**src/rtl/ldpred_pkg.sv**
```systemverilog
package ldpred_pkg;

  typedef struct packed {
    logic vld;   // slot holds a load
    logic exe;   // load has executed
    logic upd;   // load met an unknown older store
    logic byp;   // load bypassed an unknown store
    logic col;   // an older store hit the load's address
  } lb_flags_t;

endpackage

```
**src/rtl/ldpred_table.sv**
```systemverilog
module ldpred_table #(
  parameter int IP_W  = 12,
  parameter int IDX_W = 6,
  parameter int CTR_W = 4
) (
  input  logic             clk,
  input  logic             rst_n,
  input  logic [IP_W-1:0]  rd_ip,
  output logic [IDX_W-1:0] rd_idx,
  output logic             rd_sat,
  input  logic             up_inc,
  input  logic             up_clr,
  input  logic [IDX_W-1:0] up_idx
);
  localparam int ENT   = 1 << IDX_W;
  localparam int NCH   = (IP_W + IDX_W - 1) / IDX_W;
  localparam int PAD_W = NCH * IDX_W;
  localparam logic [CTR_W-1:0] MAX = {CTR_W{1'b1}};

  logic [CTR_W-1:0] ctr_q [ENT];
  logic [CTR_W-1:0] cur_ctr;
  logic [PAD_W-1:0] ip_ext;

  assign ip_ext = PAD_W'(rd_ip);

  always_comb begin
    rd_idx = '0;
    for (int k = 0; k < NCH; k++) rd_idx = rd_idx ^ ip_ext[k*IDX_W +: IDX_W];
  end

  assign rd_sat  = (ctr_q[rd_idx] == MAX);
  assign cur_ctr = ctr_q[up_idx];

  always_ff @(posedge clk) begin
    if (!rst_n) begin
      for (int e = 0; e < ENT; e++) ctr_q[e] <= '0;
    end else if (up_clr) begin
      ctr_q[up_idx] <= '0;
    end else if (up_inc && cur_ctr != MAX) begin
      ctr_q[up_idx] <= cur_ctr + 1'b1;
    end
  end


  clr_zero_chk: assert property (@(posedge clk) disable iff (!rst_n)
    up_clr |=> ctr_q[$past(up_idx)] == '0);


  inc_step_chk: assert property (@(posedge clk) disable iff (!rst_n)
    (up_inc && !up_clr && cur_ctr != MAX) |=> ctr_q[$past(up_idx)] == $past(cur_ctr) + 1'b1);


  sat_hold_chk: assert property (@(posedge clk) disable iff (!rst_n)
    (up_inc && !up_clr && cur_ctr == MAX) |=> ctr_q[$past(up_idx)] == MAX);

endmodule

```
**src/rtl/ldpred_lbuf.sv**
```systemverilog
module ldpred_lbuf
  import ldpred_pkg::*;
#(
  parameter int DEPTH = 8,
  parameter int AGE_W = 6,
  parameter int AW    = 32,
  parameter int IDX_W = 6,
  parameter int SLOT_W = $clog2(DEPTH)
) (
  input  logic              clk,
  input  logic              rst_n,
  input  logic              ld_acc,
  input  logic [SLOT_W-1:0] ld_slot,
  input  logic [IDX_W-1:0]  ld_idx,
  input  logic [AW-1:0]     ld_addr,
  input  logic [AGE_W-1:0]  ld_tag,
  input  logic              ld_unk,
  input  logic              ld_go,
  input  logic              ld_byp,
  input  logic              st_valid,
  input  logic [AW-1:0]     st_addr,
  input  logic [AGE_W-1:0]  st_tag,
  input  logic              rt_valid,
  input  logic [SLOT_W-1:0] rt_slot,
  output logic              rt_hit,
  output logic [IDX_W-1:0]  rt_idx,
  output logic              rt_inc,
  output logic              rt_clr,
  output logic              rs_now,
  output logic              rs_valid,
  output logic [SLOT_W-1:0] rs_slot,
  output logic [AGE_W-1:0]  rs_tag
);
  lb_flags_t        fl_q   [DEPTH];
  logic [AW-1:0]    addr_q [DEPTH];
  logic [AGE_W-1:0] tag_q  [DEPTH];
  logic [IDX_W-1:0] idx_q  [DEPTH];
  logic [DEPTH-1:0] held_hit;
  logic             new_hit;

  function automatic logic is_younger(input logic [AGE_W-1:0] ld_t, input logic [AGE_W-1:0] st_t);
    logic [AGE_W-1:0] d;
    d = ld_t - st_t;
    return (d != '0) && !d[AGE_W-1];
  endfunction

  genvar e;
  generate
    for (e = 0; e < DEPTH; e++) begin : g_cmp
      assign held_hit[e] = st_valid && fl_q[e].vld && fl_q[e].exe &&
                           is_younger(tag_q[e], st_tag) && (addr_q[e] == st_addr);
    end
  endgenerate

  assign new_hit = st_valid && ld_acc && ld_go && is_younger(ld_tag, st_tag) && (ld_addr == st_addr);

  always_ff @(posedge clk) begin
    if (!rst_n) begin
      for (int i = 0; i < DEPTH; i++) begin
        fl_q[i]   <= '0;
        addr_q[i] <= '0;
        tag_q[i]  <= '0;
        idx_q[i]  <= '0;
      end
    end else begin
      for (int i = 0; i < DEPTH; i++) begin
        if (rt_valid && rt_slot == SLOT_W'(i)) begin
          fl_q[i] <= '0;
        end else if (ld_acc && ld_slot == SLOT_W'(i)) begin
          fl_q[i].vld <= 1'b1;
          addr_q[i]   <= ld_addr;
          tag_q[i]    <= ld_tag;
          idx_q[i]    <= ld_idx;
          if (fl_q[i].vld) begin
            fl_q[i].exe <= fl_q[i].exe | ld_go;
            fl_q[i].upd <= fl_q[i].upd | ld_unk;
            fl_q[i].byp <= fl_q[i].byp | ld_byp;
            fl_q[i].col <= fl_q[i].col | held_hit[i] | new_hit;
          end else begin
            fl_q[i].exe <= ld_go;
            fl_q[i].upd <= ld_unk;
            fl_q[i].byp <= ld_byp;
            fl_q[i].col <= new_hit;
          end
        end else if (held_hit[i]) begin
          fl_q[i].col <= 1'b1;
        end
      end
    end
  end

  assign rt_hit = rt_valid && fl_q[rt_slot].vld;
  assign rt_idx = idx_q[rt_slot];
  assign rt_clr = rt_hit && fl_q[rt_slot].col;
  assign rt_inc = rt_hit && fl_q[rt_slot].upd && !fl_q[rt_slot].col;
  assign rs_now = rt_hit && fl_q[rt_slot].byp && fl_q[rt_slot].col;

  always_ff @(posedge clk) begin
    if (!rst_n) begin
      rs_valid <= 1'b0;
      rs_slot  <= '0;
      rs_tag   <= '0;
    end else begin
      rs_valid <= rs_now;
      if (rs_now) begin
        rs_slot <= rt_slot;
        rs_tag  <= tag_q[rt_slot];
      end
    end
  end


  rs_after_rt_chk: assert property (@(posedge clk) disable iff (!rst_n)
    rs_valid |-> $past(rt_valid));


  rs_pulse_chk: assert property (@(posedge clk) disable iff (!rst_n)
    rs_valid |=> !rs_valid || $past(rt_valid));


  col_needs_store_chk: assert property (@(posedge clk) disable iff (!rst_n)
    (!st_valid && !ld_acc) |=> $stable(fl_q[0].col) || $past(rt_valid));

endmodule

```
**src/rtl/ldpred_wdog.sv**
```systemverilog
module ldpred_wdog #(
  parameter int WIN     = 256,
  parameter int OFF_CYC = 4096,
  parameter int TH_W    = $clog2(WIN + 1)
) (
  input  logic            clk,
  input  logic            rst_n,
  input  logic            rt_evt,
  input  logic            rs_evt,
  input  logic [TH_W-1:0] thresh,
  output logic            dis_off
);
  localparam int WIN_W = (WIN > 1) ? $clog2(WIN) : 1;
  localparam int OFF_W = $clog2(OFF_CYC + 1);

  logic [WIN_W-1:0] win_q;
  logic [TH_W-1:0]  hits_q;
  logic [OFF_W-1:0] off_q;
  logic [TH_W:0]    hits_nx;
  logic             last, trip;

  assign hits_nx = {1'b0, hits_q} + (TH_W+1)'(rs_evt);
  assign last    = rt_evt && (win_q == WIN_W'(WIN - 1));
  assign trip    = last && (hits_nx > {1'b0, thresh});

  always_ff @(posedge clk) begin
    if (!rst_n) begin
      win_q  <= '0;
      hits_q <= '0;
      off_q  <= '0;
    end else begin
      if (last) begin
        win_q  <= '0;
        hits_q <= '0;
      end else if (rt_evt) begin
        win_q  <= win_q + 1'b1;
        hits_q <= hits_nx[TH_W-1:0];
      end
      if (trip)             off_q <= OFF_W'(OFF_CYC);
      else if (off_q != '0) off_q <= off_q - 1'b1;
    end
  end

  assign dis_off = (off_q != '0);


  off_start_chk: assert property (@(posedge clk) disable iff (!rst_n)
    $rose(dis_off) |-> $past(rt_evt));


  off_count_chk: assert property (@(posedge clk) disable iff (!rst_n)
    (dis_off && !trip) |=> off_q == $past(off_q) - 1'b1);

endmodule

```
**src/rtl/ldpred_top.sv**
```systemverilog
module ldpred_top #(
  parameter int IP_W    = 12,
  parameter int IDX_W   = 6,
  parameter int CTR_W   = 4,
  parameter int DEPTH   = 8,
  parameter int AGE_W   = 6,
  parameter int AW      = 32,
  parameter int WIN     = 256,
  parameter int OFF_CYC = 4096,
  parameter int SLOT_W  = $clog2(DEPTH),
  parameter int TH_W    = $clog2(WIN + 1)
) (
  input  logic              clk,
  input  logic              rst_n,
  input  logic              ld_valid,
  output logic              ld_ready,
  input  logic [SLOT_W-1:0] ld_slot,
  input  logic [IP_W-1:0]   ld_ip,
  input  logic [AW-1:0]     ld_addr,
  input  logic [AGE_W-1:0]  ld_tag,
  input  logic              ld_unk_older,
  output logic              dec_go,
  output logic              dec_block,
  input  logic              st_valid,
  input  logic [AW-1:0]     st_addr,
  input  logic [AGE_W-1:0]  st_tag,
  input  logic              rt_valid,
  input  logic [SLOT_W-1:0] rt_slot,
  input  logic [TH_W-1:0]   wd_thresh,
  output logic              rs_valid,
  output logic [SLOT_W-1:0] rs_slot,
  output logic [AGE_W-1:0]  rs_tag
);
  logic [IDX_W-1:0] rd_idx, rt_idx;
  logic rd_sat, allowed, acc;
  logic rt_hit, rt_inc, rt_clr, rs_now, dis_off;

  assign ld_ready  = !(rt_valid && rt_slot == ld_slot);
  assign acc       = ld_valid && ld_ready;
  assign allowed   = rd_sat && !dis_off;
  assign dec_go    = acc && (!ld_unk_older || allowed);
  assign dec_block = acc && ld_unk_older && !allowed;

  ldpred_table #(.IP_W(IP_W), .IDX_W(IDX_W), .CTR_W(CTR_W)) u_tab (
    .clk(clk), .rst_n(rst_n), .rd_ip(ld_ip), .rd_idx(rd_idx), .rd_sat(rd_sat),
    .up_inc(rt_inc), .up_clr(rt_clr), .up_idx(rt_idx)
  );

  ldpred_lbuf #(.DEPTH(DEPTH), .AGE_W(AGE_W), .AW(AW), .IDX_W(IDX_W), .SLOT_W(SLOT_W)) u_lb (
    .clk(clk), .rst_n(rst_n), .ld_acc(acc), .ld_slot(ld_slot), .ld_idx(rd_idx),
    .ld_addr(ld_addr), .ld_tag(ld_tag), .ld_unk(ld_unk_older), .ld_go(dec_go),
    .ld_byp(dec_go && ld_unk_older), .st_valid(st_valid), .st_addr(st_addr),
    .st_tag(st_tag), .rt_valid(rt_valid), .rt_slot(rt_slot), .rt_hit(rt_hit),
    .rt_idx(rt_idx), .rt_inc(rt_inc), .rt_clr(rt_clr), .rs_now(rs_now),
    .rs_valid(rs_valid), .rs_slot(rs_slot), .rs_tag(rs_tag)
  );

  ldpred_wdog #(.WIN(WIN), .OFF_CYC(OFF_CYC), .TH_W(TH_W)) u_wd (
    .clk(clk), .rst_n(rst_n), .rt_evt(rt_hit), .rs_evt(rs_now),
    .thresh(wd_thresh), .dis_off(dis_off)
  );


  dec_excl_chk: assert property (@(posedge clk) disable iff (!rst_n)
    !(dec_go && dec_block));


  block_cause_chk: assert property (@(posedge clk) disable iff (!rst_n)
    dec_block |-> ld_unk_older && ld_valid);


  off_no_byp_chk: assert property (@(posedge clk) disable iff (!rst_n)
    (dis_off && ld_valid && ld_unk_older) |-> !dec_go);


  ready_gap_chk: assert property (@(posedge clk) disable iff (!rst_n)
    !ld_ready |-> rt_valid);

endmodule

```
**config.mk**
```make
export PLATFORM = sky130hd
export DESIGN_NAME = ldpred_top
export DESIGN_NICKNAME = d
export VERILOG_FILES = /design/src/rtl/ldpred_pkg.sv /design/src/rtl/ldpred_table.sv /design/src/rtl/ldpred_lbuf.sv /design/src/rtl/ldpred_wdog.sv /design/src/rtl/ldpred_top.sv
export SDC_FILE = /design/constraint.sdc
export NUM_CORES = 1
export LEC_CHECK = 0
export ABC_CLOCK_PERIOD_IN_PS = 7000
export CAP_MARGIN = 40
export CORE_ASPECT_RATIO = 0.7
export CORE_MARGIN = 5
export CORE_UTILIZATION = 33
export CTS_CLUSTER_SIZE = 12
export DETAILED_ROUTE_END_ITERATION = 12
export SYNTH_ARGS = -nofsm -noshare
export SYNTH_HDL_FRONTEND = slang
export SYNTH_HIERARCHICAL = 1
export SYNTH_SLANG_ARGS = --single-unit
```
**constraint.sdc**
```tcl
create_clock -name clk -period 7 [get_ports clk]
set_input_delay 1.4 -clock clk [delete_from_list [all_inputs] [get_ports clk]]
set_output_delay 1.4 -clock clk [all_outputs]
set_load 0.01 [all_outputs]
```
# Word-level counts from Yosys, hierarchy flattened
# Memory sizes are Yosys's and may differ from the RTL's. A register that Yosys moved wholly into a read port is not among the register bits.
# Cells that the tools add are included.
[op_classes] add_sub_neg=13 n_lt_le_gt_ge=1 n_eq_ne=27 muxes=302 bitwise_logic=155 n_reduce_logical=109
[ops] op="32-bit equality test" n=9
[ops] op="1-bit two-way mux" n=265
[ops] op="32-bit two-way mux" n=8
[ops] op="1-bit bitwise OR" n=153
[ops] op="6-bit two-way mux" n=17
[ops] op="1-bit logical AND" n=77
[ops] op="6-bit nonzero test" n=9
[ops] op="6-bit subtractor" n=9
[ops] op="5-bit two-way mux" n=8
[ops] op="13-bit two-way mux" n=2
[ops] op="3-bit equality test, second input constant" n=8
[ops] op="1-bit logical NOT" n=15
[ops] op="13-bit nonzero test" n=1
[ops] op="13-bit by 1-bit subtractor with 13-bit output, second input constant" n=1
[ops] op="3-bit by 2-bit equality test with 1-bit output, second input constant" n=4
[ops] op="9-bit by 1-bit adder with 10-bit output" n=1
[ops] op="10-bit by 9-bit greater-than comparator with 1-bit output" n=1
[ops] op="8-bit by 1-bit adder with 8-bit output, second input constant" n=1
[ops] op="8-bit equality test, second input constant" n=1
[ops] op="4-bit two-way mux" n=2
[ops] op="3-bit by 1-bit equality test with 1-bit output, second input constant" n=2
[ops] op="3-bit logical NOT" n=2
[ops] op="6-bit XOR" n=1
[ops] op="4-bit by 1-bit adder with 4-bit output, second input constant" n=1
[ops] op="other kinds (8)" n=9
[totals] regBits=34 ram_bits=648 input_bits=109 output_inout_bits=13 wordCells=618 memories=5
[memory_table] name="u_lb.addr_q" words=8 width=32 read_ports=8 rd_ports_with_merged_regs=0 write_ports=8 line="ldpred_lbuf.sv:35" source="logic [AW-1:0] addr_q [DEPTH];"
[memory_table] name="u_tab.ctr_q" words=64 width=4 read_ports=2 rd_ports_with_merged_regs=0 write_ports=64 line="ldpred_table.sv:20" source="logic [CTR_W-1:0] ctr_q [ENT];"
[memory_table] name="u_lb.idx_q" words=8 width=6 read_ports=1 rd_ports_with_merged_regs=0 write_ports=8 line="ldpred_lbuf.sv:37" source="logic [IDX_W-1:0] idx_q [DEPTH];"
[memory_table] name="u_lb.tag_q" words=8 width=6 read_ports=9 rd_ports_with_merged_regs=1 write_ports=8 line="ldpred_lbuf.sv:36" source="logic [AGE_W-1:0] tag_q [DEPTH];"
[memory_table] name="u_lb.fl_q" words=8 width=5 read_ports=9 rd_ports_with_merged_regs=0 write_ports=8 line="ldpred_lbuf.sv:34" source="lb_flags_t fl_q [DEPTH];"

# Depth between registers and ports, before layout
# Gate-level depths: netlist (run 1).
# An unclocked memory read counts as a cell.
[depth] depth_word=13 mapped_depth=21 ltp_nobuf=18

# Hierarchy
# The synthesis (run 1) kept the hierarchy.
[by_module_without_submodules] module="ldpred_lbuf" instances=1 cells_per_inst=1724 area_per_inst_um2=20777.4 seq_area_each_um2=11971.5
[by_module_without_submodules] module="ldpred_table" instances=1 cells_per_inst=1102 area_per_inst_um2=13120.1 seq_area_each_um2=7687.4
[by_module_without_submodules] module="ldpred_wdog" instances=1 cells_per_inst=204 area_per_inst_um2=1770.4 seq_area_each_um2=600.6
[by_module_without_submodules] module="ldpred_top" instances=1 cells_per_inst=11 area_per_inst_um2=80.1 seq_area_each_um2=0.0

# Worst setup path before layout (run 1)
# OpenSTA, ideal clock, no wires.
[synth_path] path_type="input to register" start="input port rt_slot[0]" end="memory u_tab.ctr_q[19][0] (enable)" setup_time_ns=0.361 arrival_time_ns=5.507 t_required_ns=6.639 setup_slack_ns=1.132 path_stages=19 n_path_buf=8 cell_sequence="buf_6 -> buf_2 -> buf_2 -> mux4_2 -> mux2_2 -> buf_6 -> buf_6 -> buf_6 -> buf_6 -> mux2_1 -> a221oi_1 -> o22ai_1 -> a22oi_2 -> nand4b_2 -> ha_1 -> nand3_1 -> a21oi_1 -> clkbuf_1 -> o21ai_0"
[synth_rtl] item="start: declaration" line="ldpred_top.sv:28" source="input logic [SLOT_W-1:0] rt_slot,"
[synth_rtl] item="end: declaration" line="ldpred_table.sv:20"

# Worst setup path after layout (run 1)
[layout_path] start="input port ld_ip[1]" end="output port dec_go"
[layout_via] elab_chain_len=6
[layout_lines] item="start: declaration" line="ldpred_top.sv:18" source="input logic [IP_W-1:0] ld_ip,"
[layout_lines] item="6-bit XOR" line="ldpred_table.sv:28" source="for (int k = 0; k < NCH; k++) rd_idx = rd_idx ^ ip_ext[k*IDX_W +: IDX_W];"
[layout_lines] item="via rd_idx[1]" line="ldpred_top.sv:34" source="logic [IDX_W-1:0] rd_idx, rt_idx;"
[layout_lines] item="memory read 64 x 4 bit"
[layout_lines] item="4-bit equality test" line="ldpred_table.sv:31" source="assign rd_sat = (ctr_q[rd_idx] == MAX);"
[layout_lines] item="via rd_sat" line="ldpred_top.sv:35" source="logic rd_sat, allowed, acc;"
[layout_lines] item="1-bit logical AND" line="ldpred_top.sv:40" source="assign allowed = rd_sat && !dis_off;"
[layout_lines] item="1-bit logical OR" line="ldpred_top.sv:41" source="assign dec_go = acc && (!ld_unk_older || allowed);"
[layout_lines] item="1-bit logical AND" line="ldpred_top.sv:41"
[layout_lines] item="end: declaration" line="ldpred_top.sv:22" source="output logic dec_go,"
# The timed path passes the listed nets, and every way through them passes these cells.

==> report_table.html, run 1 <==
<table>
<tr><th>Metric</th><th>Value</th></tr>
<tr><th colspan="2">Timing</th></tr>
<tr><td>Setup repair after global routing missed its margin</td><td>no</td></tr>
<tr><td>Final Setup Violations</td><td>0</td></tr>
<tr><td>Final critical path time including I/O delays and setup</td><td>slightly below 7000 ps</td></tr>
<tr><td>Relative slew slack</td><td>37.47%</td></tr>
<tr><td>Count of endpoints failing hold in the final timing report</td><td>0</td></tr>
<tr><td>Final critical-path share of the clock period</td><td>a little over nine tenths</td></tr>
<tr><td>Total negative slack for setup checks</td><td>0 ps</td></tr>
<tr><td>Clock Skews</td><td>42.85 ps</td></tr>
<tr><td>Max-slew violation total from the final report</td><td>0</td></tr>
<tr><td>Top achievable clock speed</td><td>between 100 and 150 MHz</td></tr>
<tr><td>Worst Tran Pin Value</td><td>934.8 ps</td></tr>
<tr><th colspan="2">Clocking</th></tr>
<tr><td>Post CTS Setup Buffer Count</td><td>0</td></tr>
<tr><td>Number of H-tree levels</td><td>3</td></tr>
<tr><td>Maximum buffer depth of the clock tree</td><td>3</td></tr>
<tr><td>TritonCTS clock tree</td><td>yes</td></tr>
<tr><td>Number of hold-repair buffers added at the cts stage</td><td>0</td></tr>
<tr><td>Count of instances resized after the clock tree is built</td><td>0</td></tr>
<tr><td>Total clock buffers created by CTS</td><td>76</td></tr>
<tr><td>Clock transition at the registers of the reported paths</td><td>around 60 ps</td></tr>
<tr><td>Root Buffer</td><td>sky130_fd_sc_hd__clkbuf_16</td></tr>
<tr><td>Clock Sinks</td><td>688</td></tr>
<tr><td>Clock insertion delay at the later pin of the skew report</td><td>about 660 ps</td></tr>
<tr><th colspan="2">Layout</th></tr>
<tr><td>Layout cells sized above 1</td><td>between 10% and 20%</td></tr>
<tr><td>Number of standard cells in the layout, taps in and fillers out</td><td>approximately 4700</td></tr>
<tr><td>Layout Area Growth over Synthesis</td><td>15.60%</td></tr>
<tr><td>Commonest non-fill, non-tap cells in the layout</td><td>648 x sky130_fd_sc_hd__edfxtp_1, 538 x sky130_fd_sc_hd__nor2_1, 180 x sky130_fd_sc_hd__xnor2_1</td></tr>
<tr><td>Most frequent standard cell in the layout excluding fill and tap cells</td><td>sky130_fd_sc_hd__edfxtp_1</td></tr>
<tr><td>Fill cell total of the finished layout</td><td>approximately 10000</td></tr>
<tr><td>Final net count</td><td>3354</td></tr>
<tr><th colspan="2">Yosys</th></tr>
<tr><td>Flops &amp; latches, synth</td><td>688</td></tr>
<tr><td>Mean cell area of the mapped netlist</td><td>about 12 um2</td></tr>
<tr><td>Top-area cell type share of the netlist area</td><td>roughly 54%</td></tr>
<tr><td>Synth cell types</td><td>93</td></tr>
<tr><td>Net count after synthesis</td><td>roughly 3200</td></tr>
<tr><td>Top post-synthesis cells by area</td><td>sky130_fd_sc_hd__edfxtp_1 54%, sky130_fd_sc_hd__nor2_1 5.6%, sky130_fd_sc_hd__mux4_2 4.6%</td></tr>
<tr><td>Share of flip-flops with an asynchronous set or reset</td><td>0%</td></tr>
<tr><td>Most used flip-flop cell after synthesis</td><td>sky130_fd_sc_hd__edfxtp_1</td></tr>
<tr><td>Synthesis Warnings</td><td>6</td></tr>
<tr><td>Number of standard cells after synthesis</td><td>3041</td></tr>
<tr><td>Top cell type by total area after synthesis</td><td>sky130_fd_sc_hd__edfxtp_1</td></tr>
<tr><td>Synthesized cell area</td><td>35750 um2</td></tr>
<tr><td>Number of flops mapped to enable cells by yosys</td><td>648</td></tr>
<tr><td>Sequential area share after synthesis</td><td>56.67%</td></tr>
<tr><th colspan="2">Job</th></tr>
<tr><td>Count of max-cap constraint violations</td><td>0</td></tr>
<tr><th colspan="2">Drt</th></tr>
<tr><td>Number of iterations in the first detailed-routing pass</td><td>6</td></tr>
<tr><td>Aggregate routed wire length</td><td>roughly 120 mm</td></tr>
<tr><td>Post-detailed-route count of antenna-violating nets</td><td>0</td></tr>
<tr><td>Wire length per cell</td><td>~25 um</td></tr>
<tr><td>Number of DRC markers in iteration 0</td><td>between 3000 and 4000</td></tr>
<tr><td>Vias after detailed routing</td><td>~26000</td></tr>
<tr><td>DRC violation count after routing</td><td>0</td></tr>
<tr><td>Ratio of routed vias to standard cells</td><td>5.576</td></tr>
<tr><th colspan="2">Global routing</th></tr>
<tr><td>Pin count of the biggest net entering global routing</td><td>86</td></tr>
<tr><td>Met2 Track Usage GR</td><td>a little over a quarter</td></tr>
<tr><td>Met1 Track Usage GR</td><td>29.77%</td></tr>
<tr><td>Number of global-route vias before repair</td><td>between 20000 and 25000</td></tr>
<tr><td>Grt total ovfl</td><td>0</td></tr>
<tr><td>Global routing met3 resource utilization</td><td>under 10%</td></tr>
<tr><td>Routing layer with the top usage in global route</td><td>met1</td></tr>
<tr><td>Global router's overall resource usage</td><td>19.80%</td></tr>
<tr><td>Antenna violations before repair</td><td>7</td></tr>
<tr><td>Global-route wire length before repair</td><td>~170 mm</td></tr>
<tr><th colspan="2">Worst hold path</th></tr>
<tr><td>Class of the tightest hold or removal check</td><td>register to register</td></tr>
<tr><th colspan="2">Die</th></tr>
<tr><td>Die height</td><td>285.4 um</td></tr>
<tr><td>Die Span X</td><td>403.4 um</td></tr>
<tr><td>Starting Density</td><td>about a third</td></tr>
<tr><td>Core Footprint</td><td>108000 um2</td></tr>
<tr><td>Number of placed I/O pins</td><td>between 100 and 150</td></tr>
<tr><td>Core Rows</td><td>between 100 and 150</td></tr>
<tr><td>Die Area</td><td>~120000 um2</td></tr>
<tr><th colspan="2">Power and ir drop</th></tr>
<tr><td>Static leakage power</td><td>14.28 nW</td></tr>
<tr><td>Ratio of total power to cell area</td><td>approximately 260 nW/um2</td></tr>
<tr><td>Maximum ir drop on the vdd rail</td><td>between 0.15 and 0.2 mV</td></tr>
<tr><th colspan="2">Placed design</th></tr>
<tr><td>IO buf count</td><td>between 100 and 150</td></tr>
<tr><td>Estimated wirelength of the detail-placed design</td><td>about 82 mm</td></tr>
<tr><td>Placer's final routability congestion estimate</td><td>0.9529</td></tr>
<tr><td>Placed Cells incl. Taps</td><td>around 4500</td></tr>
<tr><th colspan="2">Run status</th></tr>
<tr><td>Run status</td><td>completed</td></tr>
<tr><th colspan="2">Worst setup path</th></tr>
<tr><td>Critical path required time</td><td>~5600 ps</td></tr>
<tr><td>Largest fanout on the critical path</td><td>13</td></tr>
<tr><td>Data arrival at the endpoint of the critical path</td><td>about 5400 ps</td></tr>
<tr><td>Critical Path Start Type</td><td>primary input</td></tr>
<tr><td>Start-to-end type of the worst setup path</td><td>primary input to primary output</td></tr>
<tr><td>Critical Path End Type</td><td>primary output</td></tr>
</table>
-- metrics by stage --
step / hold slack, ps / setup WS, ps / total power (W) / instance area (um2) / utilization, %
6_report: 495.9 / 211.8 / 0.01082 / 41320 / 38.25
4_1_cts: 502.1 / 202.0 / 0.01085 / 41300 / 38.23
3_3_place_gp: 484.5 / 249.6 / 0.006936 / 38830 / 35.93
2_1_floorplan: 471.1 / 1132 / 0.006276 / 35750 / -
5_1_grt: 533.4 / 17.34 / 0.01123 / 41320 / 38.24
3_5_place_dp: 488.1 / 187.6 / 0.006959 / 38940 / 36.04
-- state kept, by name, indices dropped and copies added (netlist names) --
name           count
u_lb/rs_tag        6
u_wd/win_q         8
u_lb/addr_q      256
u_wd/hits_q        9
u_tab/ctr_q      256
u_lb/fl_q         40
u_lb/tag_q        48
u_lb/idx_q        48
u_wd/off_q        13
u_lb/rs_slot       3
u_lb/rs_valid      1
-- final cells by class --
| class | instances | area (um2) | area share, % |
|---|---|---|---|
| Sequential cell | 688 | 20260 | 49.03 |
| Multi-Input combinational cell | 2064 | 14270 | 34.54 |
| Timing Repair Buffer | 235 | 2201 | 5.326 |
| Clock buffer | 103 | 2046 | 4.950 |
| Tap cell | 1442 | 1804 | 4.366 |
| Inverter | 110 | 412.9 | 0.9992 |
| Clock inverter | 30 | 321.6 | 0.7781 |
| Antenna cell | 2 | 5.005 | 0.01211 |
-- worst max-delay path, cell delays in order --
cell and delay, ps:
sky130_fd_sc_hd__clkdlybuf4s50_1 500, sky130_fd_sc_hd__xor2_2 660, sky130_fd_sc_hd__buf_4 290, sky130_fd_sc_hd__mux4_2 340, sky130_fd_sc_hd__nand2_1 90, sky130_fd_sc_hd__o21ai_0 80
sky130_fd_sc_hd__a211oi_1 260, sky130_fd_sc_hd__a211oi_1 130, sky130_fd_sc_hd__a21oi_1 360, sky130_fd_sc_hd__buf_4 190, sky130_fd_sc_hd__inv_1 40, sky130_fd_sc_hd__o21ai_0 160
sky130_fd_sc_hd__buf_4 150, sky130_fd_sc_hd__and3_1 180, sky130_fd_sc_hd__clkdlybuf4s50_1 540
-- cells in the mapped netlist (8+ instances only) --
library cell               count
sky130_fd_sc_hd__a211oi_1     13
sky130_fd_sc_hd__a21o_1       14
sky130_fd_sc_hd__a21oi_1      69
sky130_fd_sc_hd__a221oi_1     23
sky130_fd_sc_hd__a22o_1        9
sky130_fd_sc_hd__a22oi_1      15
sky130_fd_sc_hd__and2_1        8
sky130_fd_sc_hd__and3_1       15
sky130_fd_sc_hd__buf_1        17
sky130_fd_sc_hd__buf_2        48
sky130_fd_sc_hd__buf_6        21
sky130_fd_sc_hd__clkbuf_1     87
sky130_fd_sc_hd__dfxtp_1      40
sky130_fd_sc_hd__edfxtp_1    648
sky130_fd_sc_hd__fa_1          9
sky130_fd_sc_hd__ha_1         61
sky130_fd_sc_hd__inv_1       105
sky130_fd_sc_hd__mux2_1        9
sky130_fd_sc_hd__mux2_2       18
sky130_fd_sc_hd__mux2i_1      44
sky130_fd_sc_hd__mux4_2       73
sky130_fd_sc_hd__nand2_1     184
sky130_fd_sc_hd__nand2b_1     25
sky130_fd_sc_hd__nand3_1      68
sky130_fd_sc_hd__nand4_1     117
sky130_fd_sc_hd__nor2_1      538
sky130_fd_sc_hd__nor2b_1      23
sky130_fd_sc_hd__nor3_1       92
sky130_fd_sc_hd__nor3b_1       8
sky130_fd_sc_hd__nor4_1       43
sky130_fd_sc_hd__o21ai_0      84
sky130_fd_sc_hd__o22ai_1      15
sky130_fd_sc_hd__or2_2        11
sky130_fd_sc_hd__xnor2_1     181
sky130_fd_sc_hd__xor2_1      171
-- final timing paths --
| path | startpoint | end | slack [ps] | depth (start not counted) |
|---|---|---|---|---|
| setup / recovery | ld_ip[1] | dec_go | 210 | 15 |
| setup reg to reg | u_tab/ctr_q[36][3] | u_lb/fl_q[3][0] | 2190 | 18 |
| hold reg to reg | u_lb/rs_slot[0] | u_lb/rs_slot[0] | 500 | 2 |
| hold / removal | u_lb/rs_slot[0] | u_lb/rs_slot[0] | 500 | 2 |
-- cell families after synthesis --
logic type / Yosys count / synth area share, %
DFF: 688 / 56.67
xor gates and xnor gates: 353 / 8.701
adders and majority gates: 70 / 2.639
AOI/OAI and AO/OA: 318 / 6.024
buffers and inverters: 289 / 3.707
muxes: 145 / 6.755
and+or+nand+nor: 1178 / 15.50
-- metal layers --
metal	vias to the layer above	share of wire, %
met4	4	1.8
li1	11309	-
met3	155	14
met2	1610	40
met1	12983	44
met5	-	0.023
-- report_power, final --
group          total [W]  internal [W]  switching (W)
Sequential       0.00495       0.00477       0.000176
Combinational    0.00198      0.000737        0.00124
Clock            0.00389       0.00221        0.00168
Total             0.0108       0.00772        0.00310
(Power assumes the default switching activity.)
==> run 2: changes to the inputs <==
--- a/config.mk
+++ b/config.mk
@@ -12,6 +12,7 @@
 export CORE_UTILIZATION = 33
 export CTS_CLUSTER_SIZE = 12
 export DETAILED_ROUTE_END_ITERATION = 12
+export SKIP_LAST_GASP = 1
 export SYNTH_ARGS = -nofsm -noshare
 export SYNTH_HDL_FRONTEND = slang
 export SYNTH_HIERARCHICAL = 1
==> results of run 2 <==
The final DEF is identical to that of run 1; final timing and power are the same.
